**config.mk**
```make
export PLATFORM = sky130hd
export DESIGN_NAME = six_step_override_seq
export DESIGN_NICKNAME = d
export VERILOG_FILES = /design/src/rtl/six_step_pkg.sv /design/src/rtl/six_step_stepper.sv /design/src/rtl/six_step_code_rom.sv /design/src/rtl/six_step_phase_gate.sv /design/src/rtl/six_step_override_seq.sv
export SDC_FILE = /design/constraint.sdc
export NUM_CORES = 1
export LEC_CHECK = 0
export BUFFER_PORTS_ARGS = -buffer_cell sky130_fd_sc_hd__buf_2
export CORE_MARGIN = 2
export CORE_UTILIZATION = 36
export CTS_CLUSTER_DIAMETER = 80
export CTS_CLUSTER_SIZE = 10
export DETAILED_ROUTE_END_ITERATION = 10
export PLACE_DENSITY = 0.61
export SETUP_SLACK_MARGIN = 0.3
export SYNTH_ARGS = -nofsm -noshare
export SYNTH_HDL_FRONTEND = slang
export SYNTH_SLANG_ARGS = --single-unit
export TNS_END_PERCENT = 10
```
**constraint.sdc**
```tcl
create_clock -name clk -period 1.2 [get_ports clk]
set_input_delay 0.24 -clock clk [delete_from_list [all_inputs] [get_ports clk]]
set_output_delay 0.24 -clock clk [all_outputs]
set_load 0.05 [all_outputs]
```
**src/rtl/six_step_pkg.sv**
```systemverilog
package six_step_pkg;
    localparam int NUM_PHASES = 3;
    localparam int NUM_STEPS  = 6;
    localparam int CODE_W     = 2;
    localparam int STEP_W     = $clog2(NUM_STEPS);
    localparam int CODES_W    = NUM_PHASES * CODE_W;

    typedef enum logic [STEP_W-1:0] {
        STEP0 = 3'd0,
        STEP1 = 3'd1,
        STEP2 = 3'd2,
        STEP3 = 3'd3,
        STEP4 = 3'd4,
        STEP5 = 3'd5
    } step_e;

    typedef enum logic [CODE_W-1:0] {
        OVR_PASS = 2'd0,
        OVR_HI   = 2'd1,
        OVR_LO   = 2'd2,
        OVR_OFF  = 2'd3
    } ovr_e;
endpackage

```
**src/rtl/six_step_stepper.sv**
```systemverilog
module six_step_stepper
    import six_step_pkg::*;
(
    input  logic  clk,
    input  logic  rst_n,
    input  logic  adv_i,
    output step_e step_o
);
    step_e step_q, step_nx;

    always_ff @(posedge clk or negedge rst_n) begin
        if (!rst_n) step_q <= STEP0;
        else        step_q <= step_nx;
    end

    always_comb begin
        step_nx = step_q;
        if (adv_i) begin
            unique case (step_q)
                STEP0:   step_nx = STEP1;
                STEP1:   step_nx = STEP2;
                STEP2:   step_nx = STEP3;
                STEP3:   step_nx = STEP4;
                STEP4:   step_nx = STEP5;
                STEP5:   step_nx = STEP0;
                default: step_nx = STEP0;
            endcase
        end
    end

    assign step_o = step_q;

    assert_step_wrap_R2: assert property (@(posedge clk) disable iff (!rst_n)
        (adv_i && step_q == STEP5) |=> (step_q == STEP0));
    assert_step_hold_R2: assert property (@(posedge clk) disable iff (!rst_n)
        !adv_i |=> $stable(step_q));
    assert_step_inc_R2: assert property (@(posedge clk) disable iff (!rst_n)
        (adv_i && step_q != STEP5) |=> (step_q == step_e'($past(step_q) + 3'd1)));
endmodule

```
**src/rtl/six_step_code_rom.sv**
```systemverilog
module six_step_code_rom
    import six_step_pkg::*;
(
    input  step_e              step_i,
    output logic [CODES_W-1:0] codes_o
);
    // Field per phase: A in [1:0], B in [3:2], C in [5:4]
    always_comb begin
        unique case (step_i)
            STEP0:   codes_o = {OVR_OFF, OVR_LO,  OVR_HI };
            STEP1:   codes_o = {OVR_LO,  OVR_OFF, OVR_HI };
            STEP2:   codes_o = {OVR_LO,  OVR_HI,  OVR_OFF};
            STEP3:   codes_o = {OVR_OFF, OVR_HI,  OVR_LO };
            STEP4:   codes_o = {OVR_HI,  OVR_OFF, OVR_LO };
            STEP5:   codes_o = {OVR_HI,  OVR_LO,  OVR_OFF};
            default: codes_o = {OVR_OFF, OVR_OFF, OVR_OFF};
        endcase
    end
endmodule

```
**src/rtl/six_step_phase_gate.sv**
```systemverilog
module six_step_phase_gate
    import six_step_pkg::*;
(
    input  logic [CODE_W-1:0] code_i,
    input  logic              pwm_i,
    output logic              hi_o,
    output logic              lo_o
);
    always_comb begin
        unique case (ovr_e'(code_i))
            OVR_PASS: begin hi_o = pwm_i; lo_o = pwm_i; end
            OVR_HI:   begin hi_o = pwm_i; lo_o = 1'b0;  end
            OVR_LO:   begin hi_o = 1'b0;  lo_o = pwm_i; end
            OVR_OFF:  begin hi_o = 1'b0;  lo_o = 1'b0;  end
            default:  begin hi_o = 1'b0;  lo_o = 1'b0;  end
        endcase
    end
endmodule

```
**src/rtl/six_step_override_seq.sv**
```systemverilog
module six_step_override_seq
    import six_step_pkg::*;
(
    input  logic                  clk,
    input  logic                  rst_n,
    input  logic [NUM_PHASES-1:0] pwm_i,
    input  logic                  adv_i,
    input  logic                  cyc_start_i,
    output logic [NUM_PHASES-1:0] gate_hi_o,
    output logic [NUM_PHASES-1:0] gate_lo_o
);
    localparam logic [CODES_W-1:0] ALL_OFF = {NUM_PHASES{OVR_OFF}};

    step_e              step;
    logic [CODES_W-1:0] rom_codes;
    logic [CODES_W-1:0] code_q;

    six_step_stepper u_stepper (
        .clk    (clk),
        .rst_n  (rst_n),
        .adv_i  (adv_i),
        .step_o (step)
    );

    six_step_code_rom u_rom (
        .step_i  (step),
        .codes_o (rom_codes)
    );

    // Codes are latched at cycle start only; reset holds every phase off
    always_ff @(posedge clk or negedge rst_n) begin
        if (!rst_n)           code_q <= ALL_OFF;
        else if (cyc_start_i) code_q <= rom_codes;
    end

    for (genvar p = 0; p < NUM_PHASES; p++) begin : g_phase
        six_step_phase_gate u_gate (
            .code_i (code_q[p*CODE_W +: CODE_W]),
            .pwm_i  (pwm_i[p]),
            .hi_o   (gate_hi_o[p]),
            .lo_o   (gate_lo_o[p])
        );

        assert_no_shoot_R9: assert property (@(posedge clk) disable iff (!rst_n)
            !(gate_hi_o[p] && gate_lo_o[p]));
        assert_idle_pwm_R10: assert property (@(posedge clk) disable iff (!rst_n)
            !pwm_i[p] |-> (!gate_hi_o[p] && !gate_lo_o[p]));
    end

    assert_codes_hold_R7: assert property (@(posedge clk) disable iff (!rst_n)
        !cyc_start_i |=> $stable(code_q));
    assert_two_gates_R9: assert property (@(posedge clk) disable iff (!rst_n)
        $countones({gate_hi_o, gate_lo_o}) <= 2);
endmodule

```
==> flow_summary_export.csv, run 1 <==
group,metric,value,unit
route,drc_errors,0,
timing,slew_violations,0,
place,gp_congestion,0.696,
die,initial_core_util,0.393,
finish,nets,69,
timing,final-setup-viol-count,6,
timing,setup_ws,-0.0224,ns
clock_tree,cts_root_buf,"clkbuf_4",
clock_tree,cts_tree,"built",
setup_path,cp.required,0.96,ns
place,dp_worst_setup_slack,0.123,ns
setup_path,reg2reg_from,"u_stepper.step_o[0]",
logic_synthesis,synthDistinctLibCells,22,
place,dp_hpwl,578,µm
route,postRouteAntennaNets,0,
clock_tree,cts_buffer_depth,2,
setup_path,crit_fanout,2,
global_routing,grt.overflow.total,0,
die,die_area,1760,µm²
clock_tree,clock_latency,0.25,ns
global_routing,grt_pass1_wl,1.40,mm
setup_path,critPathMaxStageDelay,0.53,ns
timing,tightest_slew,0.235,ns
die,io_pins,13,
global_routing,track_usage,0.109,
finish,diodes,0,
die,coreArea,1320,µm²
worst_hold_path,hold_path_class,"primary input to register",
timing,fmax,818,MHz
outcome,violations,"setup timing",
setup_path,crit_end,"gate_hi_o[0]",
timing,fin_setup_tns,-0.0918,ns
flow_run,cap_violations,0,
finish,post-route-cell-area,648,µm²
pwr,power_density,2470,nW/µm²
clock_tree,clock_sinks,9,
route,wl_per_cell,11.0,µm
logic_synthesis,syn_area,518,µm²
place,dp_cells,71,
route,viasPerCell,4.80,
pwr,ir_drop,1.10,mV
route,drtIter0Drc,4,
timing,post-route-min-period,1.22,ns
setup_path,rrSetupSlack,0.14,ns
logic_synthesis,syn_area_per_cell,9.59,µm²
clock_tree,clk_pin_slew_worst_paths,0.06,ns
setup_path,arrival,0.98,ns
timing,rsz0062_at_grt,"yes",
global_routing,grt_pass1_vias,340,
logic_synthesis,synthCells,54,
finish,syn_to_final_growth,25.1,%
die,rows,13,
timing,worst_clock_skew,0.00168,ns
clock_tree,cts_buffers,3,
logic_synthesis,synth-seq-cells,9,
setup_path,crit_chain,"nor2b_2 -> buf_6",
clock_tree,cts_max_level,1,
global_routing,grt_max_degree,14,
die,fp.dieW,41.9,µm
logic_synthesis,yosysWarningCount,0,
logic_synthesis,ys_seq_area_frac,0.449,
timing,timing.final.crit_share,1.02,
route,wl,838,µm
finish,drive_above_1_share,0.574,
global_routing,antenna_found_initial,0,
outcome,status,"complete, but fails checks",
finish,final_cells,76,
setup_path,cp-end-kind,"output pin",
logic_synthesis,synth_fp_nets,61,
place,port_buffers,12,
setup_path,crit_slowest_cell,"dfstp_2",
route,vias,365,
place,placed_area,526,µm²
pwr,p_leak,0.000281,µW
die,die-height,41.9,µm
setup_path,worstSetupPathType,"register to output pin",
setup_path,start_kind,"register",
timing,slew_headroom,0.843,
setup_path,cp-startpoint,"code_q[1]",
timing,hold_viol,0,
setup_path,worstRegToRegCells,2,
clock_tree,post_cts_buffers,0,
setup_path,worstReg2RegEnd,"code_q[0]",
route,firstDrtPassIters,2,
[worst min path at each step]
stage,from,endpoint,slack [ns],depth (start not counted)
final,cyc_start_i,code_q[3],0.29,2
after CTS,adv_i,u_stepper.step_o[0],0.26,3
after global placement,rst_n,u_stepper.step_o[0],0.11,1
after global routing,adv_i,u_stepper.step_o[0],0.29,3
after detailed placement,rst_n,u_stepper.step_o[2],0.10,1
after floorplan,rst_n,u_stepper.step_o[0],-0.06,0
[registers in the layout (all words and copies together) (netlist names)]
signal and cells:
code_q 6, u_stepper.step_o 3
[metal layers]
metal  wire (µm)  up-vias  track usage
met4           0        0       0.0387
met1         375      166        0.123
met3          49        0       0.0652
met5           0        -            0
li1            -      189            -
met2         414       10        0.169
[placed cells by master, fill, tap and decap left out, types with 2 or more instances in the layout]
cell type  synthesis  routed
nor2b_2            0       6
dfstp_2            6       6
buf_2              3       6
buf_6              1       6
nor2_1             6       5
a31oi_1            3       3
clkbuf_4           0       3
dfrtp_2            0       3
inv_1              2       2
a21oi_1            2       2
a311o_1            2       2
nor2b_4            0       2
[final cells by class]
type | count | area, µm²
well taps | 15 | 18.8
flip-flops and latches | 9 | 236
clock buffers | 4 | 26.3
repair buffers | 13 | 108
fillers | 134 | 669
multi-input cells | 33 | 251
inverters | 2 | 7.51
[timing repair]
item                                    4_1_cts  5_1_grt
hold buffers                                  1        0
endpoints found under the setup margin       12       11
resized for setup                            17       11
cloned                                        0        0
hold endpoints to repair                      3        0
pin swaps                                     4        8
[per-stage QoR]
| stage | util | hold slack, ns | total power, µW |
|---|---|---|---|
| final | 0.492 | 0.288 | 1600 |
| after global routing | 0.492 | 0.286 | 1740 |
| after CTS | 0.464 | 0.260 | 1540 |
| after detailed placement | 0.399 | 0.102 | 1200 |
| after global placement | 0.399 | 0.107 | 1180 |
| after floorplan | - | -0.0556 | 1210 |
[cells in the mapped netlist]
cell type	instances	share of area
nor2b_1	9	0.11
buf_4	6	0.087
dfstp_2	6	0.30
nor2_1	6	0.043
a31oi_1	3	0.036
buf_2	3	0.029
dfrtp_1	3	0.14
a21oi_1	2	0.019
a311o_1	2	0.039
inv_1	2	0.014
a32o_1	1	0.019
and2_1	1	0.012
buf_6	1	0.022
nand2_1	1	0.0072
nand2b_1	1	0.012
nor3b_1	1	0.014
o211a_1	1	0.019
o21ai_0	1	0.0097
o21ai_1	1	0.0097
or2b_1	1	0.014
xnor2_1	1	0.017
xor2_1	1	0.017
[power breakdown]
part,internal (µW),leakage [µW],switching [µW]
clock,128,0.0000150,97.4
combinational,341,0.000169,341
sequential,508,0.0000968,188
[worst max-delay path: cells and delay by family, from the launching register on]
| kind | cells | cell delay, ns |
|---|---|---|
| flip-flops | 1 | 0.53 |
| AND/OR/NAND/NOR | 1 | 0.05 |
| buffers and inverters | 1 | 0.15 |
[logic make-up (layout without fill, tap and decap cells)]
family	after synthesis	count (layout)	synth area share
AND/OR/NAND/NOR	20	20	0.213
buffers and inverters	12	19	0.152
flip-flops	9	9	0.449
XOR/XNOR	2	2	0.0338
AO/OA/AOI/OAI	11	11	0.152
Note: power is estimated with default switching activity, not from simulation.
==> inputs of run 2 (changes only) <==
SLEW_MARGIN = 0   (was unset)
TNS_END_PERCENT = unset   (was 10)
==> run 2 against run 1 <==
Net effect: the run still ends with setup timing left; setup slack lost 0.0065 ns; critical endpoint is now gate_lo_o[0]; register-to-register slack is essentially flat; maximum frequency shrank 0.53%; combinational power grew 50%; routed wire length grew 31%; sequential power shrank 3%; non-clock buffer count grew 8; largest cell class unchanged.
==> flow_summary_export.csv, run 2 (synthesized netlist as in run 1, its figures left out) <==
group,metric,value,unit
outcome,status,"complete, but fails checks",
outcome,violations,"setup timing",
place,placed_area,528,µm²
die,initial_core_util,0.393,
pwr,power_density,2580,nW/µm²
global_routing,grt.overflow.total,0,
finish,drive_above_1_share,0.667,
finish,largest_reg_flops,6,
die,die-height,41.9,µm
route,drtIter0Drc,10,
die,coreArea,1320,µm²
setup_path,worstSetupPathType,"register to output pin",
die,die_area,1760,µm²
timing,fin_hold_ws,0.277,ns
setup_path,cp.required,0.96,ns
clock_tree,clock_latency,0.26,ns
setup_path,critPathMaxStageDelay,0.54,ns
clock_tree,clock_sinks,9,
clock_tree,cts_buffer_depth,2,
timing,fmax,814,MHz
clock_tree,cts_max_level,1,
global_routing,grt_pass1_wl,1.73,mm
global_routing,grt_max_degree,14,
place,dp_worst_setup_slack,0.127,ns
timing,hold_viol,0,
route,viasPerCell,5.04,
place,gp_congestion,0.716,
timing,post-route-min-period,1.23,ns
setup_path,crit_chain,"nor2b_2 -> buf_6",
timing,tightest_slew,0.237,ns
finish,nets,77,
finish,post-route-cell-area,747,µm²
finish,final_common_cell,"buf_6",
place,port_buffers,12,
route,wl,1.10,mm
clock_tree,cts_buffers,3,
setup_path,crit_slowest_cell,"dfstp_2",
setup_path,arrival,0.99,ns
setup_path,start_kind,"register",
worst_hold_path,hold_depth,2,
setup_path,path_depth,2,
pwr,p_leak,0.000333,µW
global_routing,grt_pass1_vias,412,
clock_tree,clk_pin_slew_worst_paths,0.06,ns
timing,slew_violations,0,
flow_run,cap_violations,0,
timing,rsz0062_at_grt,"yes",
finish,regMostFlops,"code_q",
global_routing,track_usage,0.130,
setup_path,crit_fanout,2,
setup_path,path_buf_inv,1,
finish,diodes,0,
die,io_pins,13,
timing,worst_clock_skew,0.00435,ns
setup_path,worstRegToRegCells,3,
setup_path,cp-end-kind,"output pin",
route,vias,423,
timing,final-setup-viol-count,6,
route,firstDrtPassIters,4,
die,fp.dieW,41.9,µm
timing,timing.final.crit_share,1.02,
route,drc_errors,0,
pwr,ir_drop,1.23,mV
worst_hold_path,hold_path_class,"primary input to register",
finish,final_cell_mix,"buf_6 (13), nor2b_2 (6), dfstp_2 (6), buf_2 (6), nor2_1 (5)",
setup_path,cp_top_family,"flip-flops",
die,rows,13,
finish,syn_to_final_growth,44.2,%
route,postRouteAntennaNets,0,
route,wl_per_cell,13.1,µm
clock_tree,cts_root_buf,"clkbuf_4",
timing,slew_headroom,0.842,
clock_tree,cts_tree,"built",
global_routing,antenna_found_initial,0,
finish,multi_input_area,264,µm²
finish,final.fill_count,118,
timing,setup_ws,-0.0289,ns
finish,ff_latch_area,236,µm²
## run 2: cell count changes in the layout (fill, tap and decap cells not counted), sizes merged
cell / previous run / this run
buf: 12 / 20
## run 2: metrics by stage
step | total power (µW) | utilization | setup TNS (ns) | cells
3_5_place_dp | 1200 | 0.401 | 0 | 71
3_3_place_gp | 1190 | 0.401 | 0 | 71
6_report | 1930 | 0.567 | -0.134 | 84
2_1_floorplan | 1220 | - | 0 | 54
5_1_grt | 2040 | 0.567 | -0.297 | 84
4_1_cts | 1780 | 0.529 | -0.173 | 83
## run 2: worst paths after layout
path | startpoint | to | slack, ns
setup / recovery | code_q[0] | gate_lo_o[0] | -0.03
hold / removal | cyc_start_i | code_q[3] | 0.28
setup reg to reg | u_stepper.step_o[1] | code_q[0] | 0.13
hold reg to reg | code_q[4] | code_q[4] | 0.51
max in group asynchronous | rst_n | code_q[2] | 0.59
min in group asynchronous | rst_n | u_stepper.step_o[1] | 0.36
## run 2: per-layer routing
metal / routed length [µm] / track usage / vias up
met4: 0 / 0.0581 / 0
met2: 621 / 0.225 / 12
li1: - / - / 206
met1: 434 / 0.154 / 205
met3: 44 / 0.0261 / 0
met5: 0 / 0 / -
## run 2: worst reg2reg max path, cell delays in order (launching register included)
cell     delay [ns]
dfrtp_2        0.43
buf_6          0.13
nand2_1        0.06
a311o_1        0.37
## run 2: final cells by class
class | count | area share
multi-input combinational | 33 | 0.353
sequential | 9 | 0.317
timing repair buffer | 21 | 0.260
clock buffer | 4 | 0.0352
tap | 15 | 0.0251
inverter | 2 | 0.0101
## run 2: power breakdown
part           switching [µW]  internal (µW)
Combinational             452            565
Sequential                168            508
Clock                     107            128
Total                     728           1200
## run 2: what timing repair did
action,in CTS,in global routing
hold endpoints to repair,3,0
gates resized for setup,26,14
buffers inserted,7,1
setup endpoints to repair,11,15
hold buffers,1,0
pin swaps,7,4
